`src/rtl/bpwd_pkg.sv`:
```
package bpwd_pkg;

    typedef enum logic [1:0] {
        MODE_OFF       = 2'b00,
        MODE_FORCE_ON  = 2'b01,
        MODE_FORCE_REL = 2'b10,
        MODE_TIMER     = 2'b11
    } bp_mode_e;

    localparam logic [7:0] ADDR_VER_MIN = 8'hF1;
    localparam logic [7:0] ADDR_CTRL    = 8'hF3;
    localparam logic [7:0] ADDR_OFFMASK = 8'hF7;
    localparam logic [7:0] ADDR_SLOT    = 8'hF9;
    localparam logic [7:0] ADDR_VER_MAJ = 8'hFD;
    localparam logic [7:0] ADDR_OPT     = 8'hFE;

    localparam logic [3:0] OPT_SIGNATURE = 4'hA;

endpackage

```
`src/rtl/bpwd_regs.sv`:
```
module bpwd_regs
    import bpwd_pkg::*;
#(
    parameter int         NSEG    = 2,
    parameter logic [3:0] VER_MAJ = 4'h2,
    parameter logic [3:0] VER_DOT = 4'hB,
    parameter logic [7:0] VER_MIN = 8'h17
) (
    input  logic            clk,
    input  logic            rst_n,
    input  logic [7:0]      hw_slot_id,
    input  logic            bus_sel,
    input  logic            bus_wr,
    input  logic [7:0]      bus_addr,
    input  logic [7:0]      bus_wdata,
    output logic [7:0]      bus_rdata,
    output logic [NSEG-1:0] on_mask,
    output logic [NSEG-1:0] off_mask,
    output bp_mode_e        mode,
    output logic            indep,
    output logic            slot_match,
    output logic            wd_restart
);

    typedef struct packed {
        logic [NSEG-1:0] on_mask;
        bp_mode_e        mode;
        logic [NSEG-1:0] off_mask;
        logic [7:0]      slot;
        logic            indep;
    } regs_t;

    regs_t regs_d, regs_q;
    logic  wr_hit;
    logic  access_ok;

    assign slot_match = (regs_q.slot == hw_slot_id);
    assign wr_hit     = bus_sel && bus_wr;
    assign access_ok  = bus_sel && slot_match;
    assign wd_restart = access_ok && (bus_addr == ADDR_CTRL);

    always_comb begin
        regs_d = regs_q;
        if (wr_hit) begin
            if (bus_addr == ADDR_SLOT) begin
                regs_d.slot = bus_wdata;
            end else if (slot_match) begin
                case (bus_addr)
                    ADDR_CTRL: begin
                        regs_d.on_mask = bus_wdata[NSEG-1:0];
                        regs_d.mode    = bp_mode_e'(bus_wdata[7:6]);
                    end
                    ADDR_OFFMASK: regs_d.off_mask = bus_wdata[NSEG-1:0];
                    ADDR_OPT:     regs_d.indep    = bus_wdata[0];
                    default: ;
                endcase
            end
        end
    end

    always_ff @(posedge clk) begin
        if (!rst_n) begin
            regs_q <= '{on_mask: '0, mode: MODE_OFF, off_mask: '0,
                        slot: 8'h00, indep: 1'b0};
        end else begin
            regs_q <= regs_d;
        end
    end

    always_comb begin
        bus_rdata = 8'h00;
        if (!slot_match) begin
            bus_rdata = 8'hFF;
        end else begin
            case (bus_addr)
                ADDR_CTRL: begin
                    bus_rdata[7:6]      = regs_q.mode;
                    bus_rdata[NSEG-1:0] = regs_q.on_mask;
                end
                ADDR_OFFMASK: bus_rdata[NSEG-1:0] = regs_q.off_mask;
                ADDR_SLOT:    bus_rdata = regs_q.slot;
                ADDR_VER_MAJ: bus_rdata = {VER_DOT, VER_MAJ};
                ADDR_VER_MIN: bus_rdata = VER_MIN;
                ADDR_OPT:     bus_rdata = {OPT_SIGNATURE, 3'b000, regs_q.indep};
                default:      bus_rdata = 8'h00;
            endcase
        end
    end

    assign on_mask  = regs_q.on_mask;
    assign off_mask = regs_q.off_mask;
    assign mode     = regs_q.mode;
    assign indep    = regs_q.indep;

    // a locked block keeps every control field across a non-slot write
    p_locked_write_r9: assert property (@(posedge clk) disable iff (!rst_n)
        (bus_sel && bus_wr && !slot_match && bus_addr != ADDR_SLOT)
        |=> ($stable(regs_q.on_mask) && $stable(regs_q.mode) &&
             $stable(regs_q.off_mask) && $stable(regs_q.indep)));

    // writes to an unused address leave every field unchanged
    p_unused_write_r11: assert property (@(posedge clk) disable iff (!rst_n)
        (bus_sel && bus_wr && bus_addr != ADDR_CTRL && bus_addr != ADDR_OFFMASK &&
         bus_addr != ADDR_SLOT && bus_addr != ADDR_OPT)
        |=> $stable(regs_q));

endmodule

```
`src/rtl/bpwd_wdog.sv`:
```
module bpwd_wdog
    import bpwd_pkg::*;
#(
    parameter int PRESCALE = 4,
    parameter int TIMEOUT  = 8
) (
    input  logic     clk,
    input  logic     rst_n,
    input  logic     restart,
    input  logic     slot_match,
    input  bp_mode_e mode,
    input  logic     indep,
    output logic     expired
);

    localparam int PRE_W = (PRESCALE > 1) ? $clog2(PRESCALE) : 1;
    localparam int CNT_W = (TIMEOUT > 1) ? $clog2(TIMEOUT) : 1;
    localparam logic [PRE_W-1:0] PRE_LAST = PRE_W'(PRESCALE - 1);
    localparam logic [CNT_W-1:0] CNT_LAST = CNT_W'(TIMEOUT - 1);

    typedef struct packed {
        logic [PRE_W-1:0] pre;
        logic [CNT_W-1:0] cnt;
        logic             expired;
    } wd_t;

    wd_t  wd_d, wd_q;
    logic run;

    always_comb begin
        run = slot_match && !wd_q.expired &&
              (indep ? (mode != MODE_OFF) : (mode == MODE_TIMER));
        wd_d = wd_q;
        if (restart) begin
            wd_d = '0;
        end else if (run) begin
            if (wd_q.pre == PRE_LAST) begin
                wd_d.pre = '0;
                if (wd_q.cnt == CNT_LAST) begin
                    wd_d.expired = 1'b1;
                end else begin
                    wd_d.cnt = wd_q.cnt + 1'b1;
                end
            end else begin
                wd_d.pre = wd_q.pre + 1'b1;
            end
        end
    end

    always_ff @(posedge clk) begin
        if (!rst_n) begin
            wd_q <= '0;
        end else begin
            wd_q <= wd_d;
        end
    end

    assign expired = wd_q.expired;

    // an expiry persists until the control register is accessed
    p_expiry_hold_r4: assert property (@(posedge clk) disable iff (!rst_n)
        (wd_q.expired && !restart) |=> wd_q.expired);

    // a control access restarts the count and clears expiry
    p_restart_clear_r5: assert property (@(posedge clk) disable iff (!rst_n)
        restart |=> (!wd_q.expired && wd_q.cnt == '0 && wd_q.pre == '0));

    // a watchdog that the option bit stops does not advance
    p_idle_frozen_r7: assert property (@(posedge clk) disable iff (!rst_n)
        (!restart && (mode == MODE_OFF || (!indep && mode != MODE_TIMER)))
        |=> ($stable(wd_q.cnt) && $stable(wd_q.expired)));

endmodule

```
`src/rtl/bpwd_relay.sv`:
```
module bpwd_relay
    import bpwd_pkg::*;
#(
    parameter int NSEG = 2
) (
    input  logic            pwr_good,
    input  logic            slot_match,
    input  bp_mode_e        mode,
    input  logic            expired,
    input  logic [NSEG-1:0] on_mask,
    input  logic [NSEG-1:0] off_mask,
    output logic [NSEG-1:0] relay_en
);

    always_comb begin
        relay_en = '0;
        if (slot_match) begin
            if (!pwr_good) begin
                relay_en = off_mask;
            end else if (expired || mode == MODE_FORCE_ON) begin
                relay_en = on_mask;
            end
        end
    end

endmodule

```
`src/rtl/bpwd_ctrl.sv`:
```
module bpwd_ctrl
    import bpwd_pkg::*;
#(
    parameter int         NSEG     = 2,
    parameter int         PRESCALE = 4,
    parameter int         TIMEOUT  = 8,
    parameter logic [3:0] VER_MAJ  = 4'h2,
    parameter logic [3:0] VER_DOT  = 4'hB,
    parameter logic [7:0] VER_MIN  = 8'h17
) (
    input  logic            clk,
    input  logic            rst_n,
    input  logic [7:0]      hw_slot_id,
    input  logic            pwr_good,
    input  logic            bus_sel,
    input  logic            bus_wr,
    input  logic [7:0]      bus_addr,
    input  logic [7:0]      bus_wdata,
    output logic [7:0]      bus_rdata,
    output logic [NSEG-1:0] relay_en
);

    logic [NSEG-1:0] on_mask;
    logic [NSEG-1:0] off_mask;
    bp_mode_e        mode;
    logic            indep;
    logic            slot_match;
    logic            wd_restart;
    logic            expired;

    initial begin
        if (NSEG < 1 || NSEG > 6) $error("NSEG must lie in 1..6");
        if (PRESCALE < 2 || TIMEOUT < 2) $error("PRESCALE and TIMEOUT must be at least 2");
    end

    bpwd_regs #(
        .NSEG    (NSEG),
        .VER_MAJ (VER_MAJ),
        .VER_DOT (VER_DOT),
        .VER_MIN (VER_MIN)
    ) u_regs (
        .clk        (clk),
        .rst_n      (rst_n),
        .hw_slot_id (hw_slot_id),
        .bus_sel    (bus_sel),
        .bus_wr     (bus_wr),
        .bus_addr   (bus_addr),
        .bus_wdata  (bus_wdata),
        .bus_rdata  (bus_rdata),
        .on_mask    (on_mask),
        .off_mask   (off_mask),
        .mode       (mode),
        .indep      (indep),
        .slot_match (slot_match),
        .wd_restart (wd_restart)
    );

    bpwd_wdog #(
        .PRESCALE (PRESCALE),
        .TIMEOUT  (TIMEOUT)
    ) u_wdog (
        .clk        (clk),
        .rst_n      (rst_n),
        .restart    (wd_restart),
        .slot_match (slot_match),
        .mode       (mode),
        .indep      (indep),
        .expired    (expired)
    );

    bpwd_relay #(
        .NSEG (NSEG)
    ) u_relay (
        .pwr_good   (pwr_good),
        .slot_match (slot_match),
        .mode       (mode),
        .expired    (expired),
        .on_mask    (on_mask),
        .off_mask   (off_mask),
        .relay_en   (relay_en)
    );

    // a mismatched slot masks every read and releases every relay
    p_mismatch_quiet_r9: assert property (@(posedge clk) disable iff (!rst_n)
        !slot_match |-> (bus_rdata == 8'hFF && relay_en == '0));

    // on power loss the relays follow the power-loss mask
    p_poweroff_mask_r8: assert property (@(posedge clk) disable iff (!rst_n)
        (slot_match && !pwr_good) |-> (relay_en == off_mask));

endmodule

```
`config.mk`:
```
export PLATFORM = sky130hd
export DESIGN_NAME = bpwd_ctrl
export DESIGN_NICKNAME = d
export VERILOG_FILES = /design/src/rtl/bpwd_pkg.sv /design/src/rtl/bpwd_regs.sv /design/src/rtl/bpwd_wdog.sv /design/src/rtl/bpwd_relay.sv /design/src/rtl/bpwd_ctrl.sv
export SDC_FILE = /design/constraint.sdc
export NUM_CORES = 1
export LEC_CHECK = 0
export BUFFER_PORTS_ARGS = -buffer_cell sky130_fd_sc_hd__buf_2
export CORE_MARGIN = 5
export CORE_UTILIZATION = 38
export CTS_CLUSTER_SIZE = 24
export DETAILED_ROUTE_END_ITERATION = 8
export GPL_TIMING_DRIVEN = 0
export HOLD_SLACK_MARGIN = 0.02
export PLACE_DENSITY_LB_ADDON = 0.05
export SLEW_MARGIN = 40
export SYNTH_ARGS = -nofsm -noshare
export SYNTH_HDL_FRONTEND = slang
export SYNTH_SLANG_ARGS = --single-unit
```
`constraint.sdc`:
```
create_clock -name clk -period 3.69 [get_ports clk]
set_input_delay 0.738 -clock clk [delete_from_list [all_inputs] [get_ports clk]]
set_output_delay 0.738 -clock clk [all_outputs]
set_load 0.05 [all_outputs]
```
### After elaboration in Yosys (flattened, before gate mapping)

Index checks and enable logic that the tools add are counted.

* $add $sub $neg: 2
* equality and inequality tests: 11
* muxes and demuxes: 9
* bitwise operators: 3
* reductions and logical operators: 16

Operators by type and width (count)
* $eq A8 B8 Y1 const B: 6
* $pmux W4 S4: 1
* $pmux W2 S6: 1
* $reduce_and A4 Y1: 3
* $eq A8 B8 Y1: 1
* $mux W2: 4
* $mux W8: 1
* $pmux W2 S3: 1
* $reduce_and A3 Y1: 2
* $logic_and A1 B1 Y1: 5
* $eq A2 B2 Y1 const B: 2
* $reduce_or A2 Y1: 2
* $add A3 B1 Y3 const B: 1
* $eq A3 B3 Y1 const B: 1
* $not A1 Y1: 3
* $add A2 B1 Y2 const B: 1
* $eq A2 B1 Y1 const B: 1
* $reduce_and A2 Y1: 1
* $reduce_bool A2 Y1: 1
* $logic_not A1 Y1: 1
* $logic_or A1 B1 Y1: 1
* $mux W1: 1

* register bits: 21
* input port bits: 29
* output and inout bits: 10
* logic and storage cells: 49

### Logic depth before layout (Yosys ltp)

* depth in word-level cells: 5
* mapped depth: 6
* depth with buffers taken out: 6

### Hierarchy

Synthesis repeated with hierarchy kept, for this count alone.

* cell total of the unflattened synthesis: 165
* area, all modules: 1466.4 µm²

Modules (own cells, without submodules)
* bpwd_regs: times used 1, cells an instance 126, area an instance 1103.6 µm², sequential area each 300.3 µm²
* bpwd_wdog: times used 1, cells an instance 33, area an instance 319.1 µm², sequential area each 120.1 µm²
* bpwd_relay: times used 1, cells an instance 6, area an instance 43.8 µm², sequential area each 0.0 µm²

### Worst setup path before layout

No wires, ideal clock.

* path kind: input -> output
* start: in bus_addr[2]
* end: out bus_rdata[2]
* arrival: 2.437 ns
* data required time: 2.952 ns
* setup slack: 0.515 ns
* stages on the path: 3
* buffers on the path: 1
* cell sequence: clkbuf_1 -> or3_1 -> o21ai_0

* word-level cells in the longest chain between the ends: 3
* elaborated cells between the ends (all ways): 6
* those cells by class: 4 x eq/ne; 2 x mux

Ends and longest elaborated chain
* from (decl): RTL line bpwd_ctrl.sv:17 `input logic [7:0] bus_addr,`
* $eq A8 B8 Y1: RTL line bpwd_regs.sv:75 `case (bus_addr)`
* $pmux W4 S4 (*): RTL line bpwd_regs.sv:75
* $mux W8 (*): RTL line bpwd_regs.sv:72 `if (!slot_match) begin`
* to (decl): RTL line bpwd_ctrl.sv:19 `output logic [7:0] bus_rdata,`

Every way passes the cells marked *; elsewhere a longest branch is shown, timed or not.

### Worst setup path after layout

* start: in hw_slot_id[5]
* end: out bus_rdata[7]

* word-level cells in the longest chain between the ends: 2

Ends and longest elaborated chain
* from (decl): RTL line bpwd_ctrl.sv:13 `input logic [7:0] hw_slot_id,`
* $eq A8 B8 Y1: RTL line bpwd_regs.sv:37 `assign slot_match = (regs_q.slot == hw_slot_id);`
* $mux W8: RTL line bpwd_regs.sv:72

No other way between the ends.

==> metrics <==
max-slew violations=0; DR DRC count=0; die width=68.0 microns; count of final hold-check violations=0; Netlist Area Pre-Place=1280 sq um; Req. time, crit path=2950 ps; CTS tree=built; Setup Skew=1.31 ps; compound-gate portion of the synthesized area=0.109; status=completed; die height=68.0 microns; setup tns final=0 ps; Clock transition at path regs=120 ps; NetSw=0.0995 mW; leakage power total=0.574 nW; worst path arrival time=2330 ps; Sink Count=21; pre-CTS WS=630 ps; Hold-fix buffers, CTS=0; Setup violations, final=0; drt first pass iters=4; Netlist cell types=32; Initial DRC Count=49; largest net degree at the start of global routing=12; CTS resizes=0; net count after synthesis=183; DR vias/cell=5.05; mean routed wirelength per cell=13.7 microns; Final Net Count=225; vias in the first global route=1,182; Comb pwr share=0.120; Final ANT Viol Nets=0; Bufs on Longest Clock Path=2; Placer Congestion=0.815; Startpoint Class=input pin; minimum clock period=3070 ps; CTS buffer count=3; Hold Crit Class=reg2reg; setup ws final=622 ps; input/output buffers=37; switching share of power=0.255; Post-Syn Area per Cell=8.48 sq um; fillers=353; share of cells above drive strength 1=0.240; CP Capture Type=primary output; Core Area=3310 sq um; CP max FO=7; Syn-to-layout area delta=21.0%; FP Rows=21; main combinational cell family by area after synthesis=simple AND/OR/NAND/NOR gates; GRT overflow=0; simple-gate share of the synthesized area=0.295; mux share of post-synthesis cell area=0.149; non-filler instance count after layout=238; Die Area=4630 sq um; register area share after synthesis=0.328; via count=1,203; Total Routing Usage GR=0.155; DP HPWL=2670 microns; Flop pwr share=0.582; I/O Pins=39; CTS root buffer=clkbuf_4; worst slew pin tran=595 ps; Synth Area in Adders=0.0293; Rel. slew slack=0.600; critical path class=in2out; Clk pwr share=0.298; final period utilization=0.832; Skew-Pair Late Insertion Delay=310 ps; unrepaired setup endpoints after global routing=no; synth warn=0; Setup Fix Bufs, Post-CTS=0; post-synthesis xor/xnor area fraction=0.0684; Starting Density=0.387; Max VDD drop=0.000137 V; Max Fclk=0.326 GHz; antenna cells=0; Gate Count Post-Synth=151; pwr/cell area=252 nW/um^2; H-Tree Depth=1; FF+latch count, synth=21; total placed cells including tap cells=234; final wirelength=3260 microns; first-pass GRT wire length=5410 microns; Max Cap Viol=0; internal power=0.290 mW; initial antenna violation count=0
[stage by stage]
stage	hold slack, ps	utilization	power (mW)	area, sq um
after floorplan	441	-	0.254	1280
after global placement	458	0.460	0.278	1520
after detailed placement	462	0.460	0.279	1520
after CTS	480	0.468	0.395	1550
after global routing	511	0.468	0.408	1550
final	480	0.468	0.390	1550
[cell usage in the layout (no fill, tap or decap)]
| master | n |
|---|---|
| or2_2 | 1 |
| a21oi_1 | 7 |
| mux2i_1 | 19 |
| and2_1 | 1 |
| or3_1 | 1 |
| a311o_1 | 1 |
| nand3_1 | 1 |
| buf_2 | 37 |
| nand4_1 | 4 |
| or2_4 | 1 |
| ha_1 | 3 |
| nand2b_1 | 5 |
| clkbuf_1 | 5 |
| nor4_2 | 1 |
| nor3_1 | 3 |
| and4_1 | 1 |
| a21o_1 | 1 |
| inv_1 | 3 |
| o21ai_0 | 5 |
| a21boi_0 | 1 |
| nor3_4 | 1 |
| o31ai_1 | 1 |
| xnor2_1 | 10 |
| clkbuf_4 | 3 |
| nor2_1 | 10 |
| o221ai_1 | 1 |
| nand2_1 | 23 |
| and3_1 | 1 |
| dfxtp_1 | 21 |
| and4bb_2 | 1 |
| nand4_2 | 1 |
| o22ai_1 | 3 |
| nor2b_1 | 13 |
| a221o_1 | 2 |
[sequential cells by signal (all words and copies together), names as in the netlist]
register	count
u_regs.indep	1
u_regs.mode	2
u_regs.off_mask	2
u_regs.on_mask	2
u_regs.regs_q	8
u_wdog.expired	1
u_wdog.wd_q	5
[final timing paths]
path | depth (start not counted) | slack, ps | to | from
worst max-delay path | 7 | 620 | bus_rdata[7] | hw_slot_id[5]
worst min-delay path | 2 | 480 | u_regs.off_mask[1]$_SDFFE_PN0P_ | u_regs.off_mask[1]$_SDFFE_PN0P_
worst max register to register | 6 | 1750 | u_wdog.wd_q[2]$_SDFFE_PP0P_ | u_regs.regs_q[3]$_SDFFE_PN0P_
worst min register to register | 2 | 480 | u_regs.off_mask[1]$_SDFFE_PN0P_ | u_regs.off_mask[1]$_SDFFE_PN0P_
[kinds of logic after synthesis]
| family | Yosys count |
|---|---|
| AOI/OAI and AO/OA | 22 |
| and+or+nand+nor | 69 |
| muxes | 19 |
| adders and majority gates | 3 |
| DFF | 21 |
| buffers and inverters | 7 |
| xor gates and xnor gates | 10 |
[synth_stat cells (all sizes together)]
| master | n | share of area |
|---|---|---|
| a21boi | 1 | 0.0059 |
| a21o | 1 | 0.0059 |
| a21oi | 7 | 0.027 |
| a221o | 2 | 0.016 |
| a311o | 1 | 0.0078 |
| and2 | 1 | 0.0049 |
| and3 | 1 | 0.0049 |
| and4 | 1 | 0.0068 |
| and4bb | 1 | 0.0098 |
| clkbuf | 4 | 0.012 |
| dfxtp | 21 | 0.33 |
| ha | 3 | 0.029 |
| inv | 3 | 0.0088 |
| mux2i | 19 | 0.15 |
| nand2 | 23 | 0.067 |
| nand2b | 5 | 0.024 |
| nand3 | 1 | 0.0039 |
| nand4 | 5 | 0.029 |
| nor2 | 10 | 0.029 |
| nor2b | 13 | 0.064 |
| nor3 | 4 | 0.024 |
| nor4 | 1 | 0.0098 |
| o21ai | 5 | 0.020 |
| o221ai | 1 | 0.0068 |
| o22ai | 3 | 0.015 |
| o31ai | 1 | 0.0059 |
| or2 | 2 | 0.012 |
| or3 | 1 | 0.0049 |
| xnor2 | 10 | 0.068 |
[power groups by stage]
stage	sequential [mW]	clock [mW]	combinational, mW
global placement	0.232	0	0.0462
detailed placement	0.232	0	0.0468
global route	0.227	0.129	0.0522
floorplan	0.232	0	0.0219
CTS	0.227	0.121	0.0472
finish	0.227	0.116	0.0468
[cell type report]
cell class | count | area [sq um] | area share
clock buffer | 4 | 26.3 | 0.0170
buffer | 4 | 15.0 | 0.00969
timing repair buffer | 37 | 185 | 0.120
multi-input combinational | 123 | 833 | 0.538
tap | 46 | 57.6 | 0.0372
sequential | 21 | 420 | 0.271
inverter | 3 | 11.3 | 0.00727
[metal layers]
layer | vias to the layer above | wire length [microns] | GRT usage
li1 | 617 | - | -
met1 | 557 | 1470 | 0.192
met3 | 5 | 213 | 0.0411
met4 | 0 | 44 | 0.0521
met2 | 24 | 1530 | 0.259
met5 | - | 0 | 0
[worst max-delay path, cell delays in order]
cell and delay (ps):
buf_2 100, xnor2_1 130, nand4_1 200, nor2_1 420
o31ai_1 220, a221o_1 300, buf_2 220
Power figures use the tool's default switching activity.
